### src/rtl/dmareg_pkg.sv
package dmareg_pkg;

    localparam int CH_BITS = 2;
    localparam int NUM_CH  = 1 << CH_BITS;
    localparam int DATA_W  = 8;
    localparam int REG_W   = 2 * DATA_W;
    localparam int ADDR_W  = 4;
    localparam int CHAN_PORTS = 2 * NUM_CH;

    // Mode byte bits [7:2], top field first
    typedef struct packed {
        logic [1:0] xfer;
        logic       decr;
        logic       autoinit;
        logic [1:0] dir;
    } chan_mode_t;

    typedef enum logic [ADDR_W-1:0] {
        PORT_STATUS = 4'h8,
        PORT_SMASK  = 4'h9,
        PORT_MODE   = 4'hA,
        PORT_PTRCLR = 4'hB,
        PORT_AMASK  = 4'hC
    } port_e;

    typedef struct packed {
        logic               ac_wr;
        logic               ac_rd;
        logic [CH_BITS-1:0] ac_ch;
        logic               ac_cnt;
        logic               smask_wr;
        logic               mode_wr;
        logic               ptrclr_wr;
        logic               amask_wr;
        logic               amask_rd;
        logic               stat_rd;
    } bus_op_t;

    function automatic logic is_chan_port(input logic [ADDR_W-1:0] a);
        return int'(a) < CHAN_PORTS;
    endfunction

    function automatic chan_mode_t mode_from_byte(input logic [DATA_W-1:0] d);
        return chan_mode_t'(d[DATA_W-1:2]);
    endfunction

endpackage

### src/rtl/dmareg_decode.sv
module dmareg_decode
    import dmareg_pkg::*;
(
    input  logic [ADDR_W-1:0] addr,
    input  logic              wr,
    input  logic              rd,
    output bus_op_t           op
);

    logic rd_eff;

    always_comb begin
        rd_eff = rd & ~wr;
        op     = '0;
        if (is_chan_port(addr)) begin
            op.ac_wr  = wr;
            op.ac_rd  = rd_eff;
            op.ac_ch  = addr[CH_BITS:1];
            op.ac_cnt = addr[0];
        end else begin
            case (addr)
                PORT_STATUS: op.stat_rd   = rd_eff;
                PORT_SMASK:  op.smask_wr  = wr;
                PORT_MODE:   op.mode_wr   = wr;
                PORT_PTRCLR: op.ptrclr_wr = wr;
                PORT_AMASK: begin
                    op.amask_wr = wr;
                    op.amask_rd = rd_eff;
                end
                default: ;
            endcase
        end
    end

endmodule

### src/rtl/dmareg_chan.sv
module dmareg_chan
    import dmareg_pkg::*;
(
    input  logic              clk,
    input  logic              rst,
    input  logic              host_wr,
    input  logic              is_cnt,
    input  logic              hi_byte,
    input  logic [DATA_W-1:0] wdata,
    input  logic              step,
    input  logic              tc,
    input  chan_mode_t        mode,
    output logic [REG_W-1:0]  cur_addr,
    output logic [REG_W-1:0]  cur_cnt
);

    logic [REG_W-1:0] base_addr;
    logic [REG_W-1:0] base_cnt;

    always_ff @(posedge clk) begin
        if (rst) begin
            base_addr <= '0;
            base_cnt  <= '0;
            cur_addr  <= '0;
            cur_cnt   <= '0;
        end else if (host_wr) begin
            if (is_cnt) begin
                if (hi_byte) begin
                    base_cnt[REG_W-1:DATA_W] <= wdata;
                    cur_cnt[REG_W-1:DATA_W]  <= wdata;
                end else begin
                    base_cnt[DATA_W-1:0] <= wdata;
                    cur_cnt[DATA_W-1:0]  <= wdata;
                end
            end else begin
                if (hi_byte) begin
                    base_addr[REG_W-1:DATA_W] <= wdata;
                    cur_addr[REG_W-1:DATA_W]  <= wdata;
                end else begin
                    base_addr[DATA_W-1:0] <= wdata;
                    cur_addr[DATA_W-1:0]  <= wdata;
                end
            end
        end else if (tc && mode.autoinit) begin
            cur_addr <= base_addr;
            cur_cnt  <= base_cnt;
        end else if (step) begin
            cur_addr <= mode.decr ? cur_addr - 1'b1 : cur_addr + 1'b1;
            cur_cnt  <= cur_cnt - 1'b1;
        end
    end

endmodule

### src/rtl/dmareg_ctrl.sv
module dmareg_ctrl
    import dmareg_pkg::*;
(
    input  logic                          clk,
    input  logic                          rst,
    input  bus_op_t                       op,
    input  logic [DATA_W-1:0]             wdata,
    input  logic [NUM_CH-1:0]             tc,
    output logic                          ptr_hi,
    output logic [NUM_CH-1:0]             mask,
    output logic [NUM_CH-1:0]             stat,
    output chan_mode_t [NUM_CH-1:0]       modes
);

    always_ff @(posedge clk) begin
        if (rst)
            ptr_hi <= 1'b0;
        else if (op.ptrclr_wr)
            ptr_hi <= 1'b0;
        else if (op.ac_wr || op.ac_rd)
            ptr_hi <= ~ptr_hi;
    end

    always_ff @(posedge clk) begin
        if (rst)
            mask <= '1;
        else if (op.amask_wr)
            mask <= wdata[NUM_CH-1:0];
        else if (op.smask_wr)
            mask[wdata[CH_BITS-1:0]] <= wdata[CH_BITS];
    end

    always_ff @(posedge clk) begin
        if (rst)
            stat <= '0;
        else
            stat <= (op.stat_rd ? '0 : stat) | tc;
    end

    for (genvar g = 0; g < NUM_CH; g++) begin : g_mode
        always_ff @(posedge clk) begin
            if (rst)
                modes[g] <= '0;
            else if (op.mode_wr && (wdata[CH_BITS-1:0] == CH_BITS'(g)))
                modes[g] <= mode_from_byte(wdata);
        end
    end

endmodule

### src/rtl/dmareg_top.sv
module dmareg_top
    import dmareg_pkg::*;
(
    input  logic                    clk,
    input  logic                    rst,
    input  logic [ADDR_W-1:0]       bus_addr,
    input  logic                    bus_wr,
    input  logic                    bus_rd,
    input  logic [DATA_W-1:0]       bus_wdata,
    output logic [DATA_W-1:0]       bus_rdata,
    input  logic [NUM_CH-1:0]       eng_step,
    input  logic [NUM_CH-1:0]       eng_tc,
    output logic [NUM_CH-1:0]       ch_mask,
    output logic [2*NUM_CH-1:0]     ch_dir,
    output logic [NUM_CH-1:0]       ch_autoinit,
    output logic [NUM_CH-1:0]       ch_decr,
    output logic [2*NUM_CH-1:0]     ch_xfer,
    output logic [REG_W*NUM_CH-1:0] ch_addr,
    output logic [REG_W*NUM_CH-1:0] ch_count
);

    bus_op_t                    op;
    logic                       ptr_hi;
    logic [NUM_CH-1:0]          tc_stat;
    chan_mode_t [NUM_CH-1:0]    modes;
    logic [REG_W-1:0]           cur_a [NUM_CH];
    logic [REG_W-1:0]           cur_c [NUM_CH];
    logic [REG_W-1:0]           rd_word;

    dmareg_decode i_decode (
        .addr (bus_addr),
        .wr   (bus_wr),
        .rd   (bus_rd),
        .op   (op)
    );

    dmareg_ctrl i_ctrl (
        .clk    (clk),
        .rst    (rst),
        .op     (op),
        .wdata  (bus_wdata),
        .tc     (eng_tc),
        .ptr_hi (ptr_hi),
        .mask   (ch_mask),
        .stat   (tc_stat),
        .modes  (modes)
    );

    for (genvar g = 0; g < NUM_CH; g++) begin : g_chan
        dmareg_chan i_chan (
            .clk      (clk),
            .rst      (rst),
            .host_wr  (op.ac_wr && (op.ac_ch == CH_BITS'(g))),
            .is_cnt   (op.ac_cnt),
            .hi_byte  (ptr_hi),
            .wdata    (bus_wdata),
            .step     (eng_step[g]),
            .tc       (eng_tc[g]),
            .mode     (modes[g]),
            .cur_addr (cur_a[g]),
            .cur_cnt  (cur_c[g])
        );

        assign ch_addr[REG_W*g +: REG_W]  = cur_a[g];
        assign ch_count[REG_W*g +: REG_W] = cur_c[g];
        assign ch_dir[2*g +: 2]           = modes[g].dir;
        assign ch_xfer[2*g +: 2]          = modes[g].xfer;
        assign ch_autoinit[g]             = modes[g].autoinit;
        assign ch_decr[g]                 = modes[g].decr;
    end

    always_comb begin
        rd_word   = op.ac_cnt ? cur_c[op.ac_ch] : cur_a[op.ac_ch];
        bus_rdata = '0;
        if (op.ac_rd)
            bus_rdata = ptr_hi ? rd_word[REG_W-1:DATA_W] : rd_word[DATA_W-1:0];
        else if (op.stat_rd)
            bus_rdata = {{(DATA_W-NUM_CH){1'b0}}, tc_stat};
        else if (op.amask_rd)
            bus_rdata = {{(DATA_W-NUM_CH){1'b0}}, ch_mask};
    end

endmodule

### config.mk
export PLATFORM = sky130hd
export DESIGN_NAME = dmareg_top
export DESIGN_NICKNAME = d
export VERILOG_FILES = /design/src/rtl/dmareg_pkg.sv /design/src/rtl/dmareg_decode.sv /design/src/rtl/dmareg_chan.sv /design/src/rtl/dmareg_ctrl.sv /design/src/rtl/dmareg_top.sv
export SDC_FILE = /design/constraint.sdc
export NUM_CORES = 1
export LEC_CHECK = 0
export CORE_MARGIN = 5
export CORE_UTILIZATION = 45
export DETAILED_ROUTE_END_ITERATION = 6
export GPL_TIMING_DRIVEN = 0
export PLACE_DENSITY = 0.68
export SYNTH_ARGS = -nofsm -noshare
export SYNTH_HDL_FRONTEND = slang
export SYNTH_SLANG_ARGS = --single-unit
### constraint.sdc
create_clock -name clk -period 2.5 [get_ports clk]
set_input_delay 0.625 -clock clk [delete_from_list [all_inputs] [get_ports clk]]
set_output_delay 0.625 -clock clk [all_outputs]
set_load 0.005 [all_outputs]
==> summary.md, run 1 <==
| Metric | Value |
|---|---|
| Outcome | complete, but fails checks |
| Failing checks | DRC, setup timing |
| Fmax | about 330 MHz |
| Die X | 207 um |
| Hold Path End | g_chan[2].i_chan.base_addr[15] |
| Total GRT Usage | 0.383 |
| Slew Viols, Final | 0 |
| Final GP Congestion | 1.01 |
| Nets | 2,710 |
| Hold_sp | g_chan[2].i_chan.base_addr[15] |
| Synth async-reset ratio | 0 |
| First-pass GRT wire length | 123,000 um |
| Synthesis-stage register bit count | 289 |
| Critical path endpoint category | primary output |
| DR vias/cell | 6.48 |
| Post-CTS Hold Buffers | 0 |
| Port Buffers | approximately 180 |
| Adder-cell area share of the yosys netlist | 0.0477 |
| Clk Latency, worst-skew pair | 0.53 ns |
| Worst slew pin tran | about 1.2 ns |
| # IOs | 188 |
| Cells after synthesis | 2,351 |
| DR vias | about 21,000 |
| Antenna Violating Nets Remaining | 0 |
| Syn Area/Cell | 7.41 um2 |
| Die Area | 42,700 um2 |
| Crit-path max FO | 5 |
| Yosys warns | 0 |
| Max-cap viol count | 0 |
| Post-synth net total | 2,439 |
| Initial antenna violation count | 4 |
| Post-Synth XOR/XNOR Area | 0.0448 |
| Post-DP HPWL | roughly 61,000 um |
| Commonest non-fill, non-tap cell in the layout | nand2_1 |
| Rows | roughly 70 |
| Layout cells sized above 1 | 0.154 |
| Reg-to-reg startpoint | i_ctrl.modes[15] |
| Synth top area share | 0.332 |
| Critical path class | in -> out |
| Root Driver | clkbuf_16 |
| Hold/Removal Path Class | reg -> reg |
| Largest net degree at the start of global routing | 19 |
| Synth Area in Compound Gates | 0.277 |
| Synth area leaders | dfxtp_1 33%, nand2_1 9.3%, a21oi_1 8.2% |
| Final WS setup | -0.532 ns |
| Core area | 38,500 um2 |
| CTS clk-pin slew, worst paths | around 0.060 ns |
| Setup Slack @ Placement | -1.83 ns |
| Register-to-Register Path Depth | 9 |
| Power density over the cells | a little under 600 nW/um2 |
| Seq/Total Area, Yosys | 0.332 |
| TritonCTS Buffers | 35 |
| H-tree depth | 2 |
| Final WL | approximately 86,000 um |
| Post-synthesis simple-gate area fraction | 0.234 |
| TritonRoute pass-1 iters | 7 |
| Post-synth EDFFs | 0 |
| Hold depth | 2 |
| Post-synth top area cell | dfxtp_1 |
| Longest Clk Path Bufs | 3 |
| Vias in the first global route | 18,700 |
| Synth unique cells | 85 |
| Startpoint types | input port |
| P_leak | 8.46 nW |
| Post-Syn Area | ~17,000 um2 |
| Reg2reg setup slack | 0 ns |
| Area grow syn2layout | 30.1% |
| FF-to-FF End | g_chan[2].i_chan.cur_addr[8] |
| Largest family of logic cells by synthesized area | compound AO/OA/AOI/OAI gates |
| Min Tclk post-route | 3.03 ns |
| Post-route setup TNS | -3.89 ns |
| CTS tree | done |
| Final Hold Violating Endpoints | 0 |
| Skew final | approximately 0.012 ns |
| Routed WL per cell | approximately 27 um |
| Commonest cells after routing, fill and taps aside | 426 x nand2_1, 267 x a21oi_1, 264 x dfxtp_1, 263 x nor2_1, 168 x clkdlybuf4s50_1 |
| DRT iter0 DRCs | around 2,700 |
| Worst EP required | ~1.9 ns |
| Clock sinks | between 200 and 300 |
| Relative slew slack | 0.197 |
| Initial Utilization | 0.453 |
| Worst IR Drop VDD | 398 uV |
| RSZ-0062 raised after global routing | yes |
| Multiplexer share of the synthesized area | 0.0209 |
| Die height | 207 um |
| DRC errors left | 21 |
| CP arrival | 2.41 ns |
| Final period util | 1.21 |
| Setup violators final | 26 |
| GR Overflow Total | 0 |
| Prevailing post-synth register cell | dfxtp_1 |
## metrics by stage
stage / util / std cells / instance area (um2) / total power (W) / hold WS, ns
6_report: 0.589 / 3168 / 22700 / 0.0131 / 0.453
4_1_cts: 0.573 / 3137 / 22100 / 0.0128 / 0.453
2_1_floorplan: - / 2351 / 17400 / 0.00662 / 0.432
3_3_place_gp: 0.518 / 3052 / 19900 / 0.00780 / 0.439
5_1_grt: 0.589 / 3164 / 22700 / 0.0134 / 0.470
3_5_place_dp: 0.518 / 3052 / 19900 / 0.00783 / 0.445
## kinds of logic after synthesis
logic type / count (synthesis)
muxes: 36
xor gates and xnor gates: 89
adders and majority gates: 64
and+or+nand+nor: 926
AOI/OAI and AO/OA: 756
buffers and inverters: 191
DFF: 289
## worst max-delay path by stage
stage | from | to | slack, ns | depth (start not counted)
final | bus_addr[1] | bus_rdata[1] | -0.53 | 11
after global routing | bus_addr[1] | bus_rdata[1] | -0.55 | 11
after CTS | bus_addr[2] | bus_rdata[6] | -0.46 | 10
after detailed placement | bus_addr[3] | bus_rdata[4] | -1.83 | 10
after global placement | bus_addr[3] | bus_rdata[4] | -1.84 | 10
after floorplan | bus_addr[1] | bus_rdata[2] | 0.008 | 8
## cells in the mapped netlist (6+ instances only)
cell type and number:
nor4_1 24, inv_1 24, dfxtp_1 289, o22ai_1 37, nand2b_1 14, or2_2 10, ha_1 60, nand4_1 7
mux2i_1 33, buf_1 15, a21oi_1 284, a21o_1 22, o21ai_0 89, buf_2 9, a2111oi_0 7, and3_1 10
clkbuf_1 136, a31oi_1 12, nor2_1 278, xnor2_1 56, a211oi_1 82, o211ai_1 46, nand2_1 430, and2_1 10
o31ai_1 9, xor2_1 33, nand3_1 22, or4_1 7, a311oi_1 39, nand3b_1 8, o21a_1 6, a22oi_1 46
or3_1 17, a211o_1 9, o21bai_1 17, nor2b_1 10, nor3_1 51
## flip-flops by register name, indices dropped and copies added (netlist names)
signal,count
i_ctrl.mask,4
i_ctrl.ptr_hi,1
g_chan.i_chan.base_addr,64
g_chan.i_chan.cur_addr,64
i_ctrl.stat,4
i_ctrl.modes,24
g_chan.i_chan.cur_cnt,64
g_chan.i_chan.base_cnt,64
## layout make-up
type                    count  area (um2)
fillers                  3643       15800
multi-input cells        1871       11700
flip-flops and latches    289        5830
repair buffers            241        2360
clock buffers              48         995
plain buffers             160         943
well taps                 518         648
clock inverters            13        93.8
inverters                  24        90.1
diodes                      4        10.0
## power by group
part | total [W] | internal, W | switching [W]
Clock | 0.00496 | 0.00280 | 0.00216
Combinational | 0.00281 | 0.00123 | 0.00158
Sequential | 0.00532 | 0.00481 | 0.000512
## worst max-delay path: stages
cell	delay, ns
buf_8	0.10
buf_6	0.12
buf_6	0.13
nor3b_4	0.16
buf_6	0.13
buf_8	0.13
a22oi_2	0.29
a21oi_2	0.10
nor4_2	0.32
o21ai_2	0.12
buf_2	0.17
## layer usage
layer,track usage,up-vias,part of all wire
li1,-,9048,-
met1,0.519,9605,0.38
met2,0.573,1490,0.42
met3,0.0862,376,0.13
met4,0.196,0,0.069
met5,0,-,0
## timing repair
item,4_1_cts,5_1_grt
cloned,4,0
endpoints found under the setup margin,295,212
resized for setup,273,158
buffers inserted,26,30
pin swaps,49,64
(Power assumes the default switching activity.)
==> run 2: changes to the inputs <==
--- a/config.mk
+++ b/config.mk
@@ -10,6 +10,7 @@
 export DETAILED_ROUTE_END_ITERATION = 6
 export GPL_TIMING_DRIVEN = 0
 export PLACE_DENSITY = 0.68
+export SLEW_MARGIN = 20
 export SYNTH_ARGS = -nofsm -noshare
 export SYNTH_HDL_FRONTEND = slang
 export SYNTH_SLANG_ARGS = --single-unit
==> results of run 2 <==
No change in the layout: final DEF, timing and power equal those of run 1.
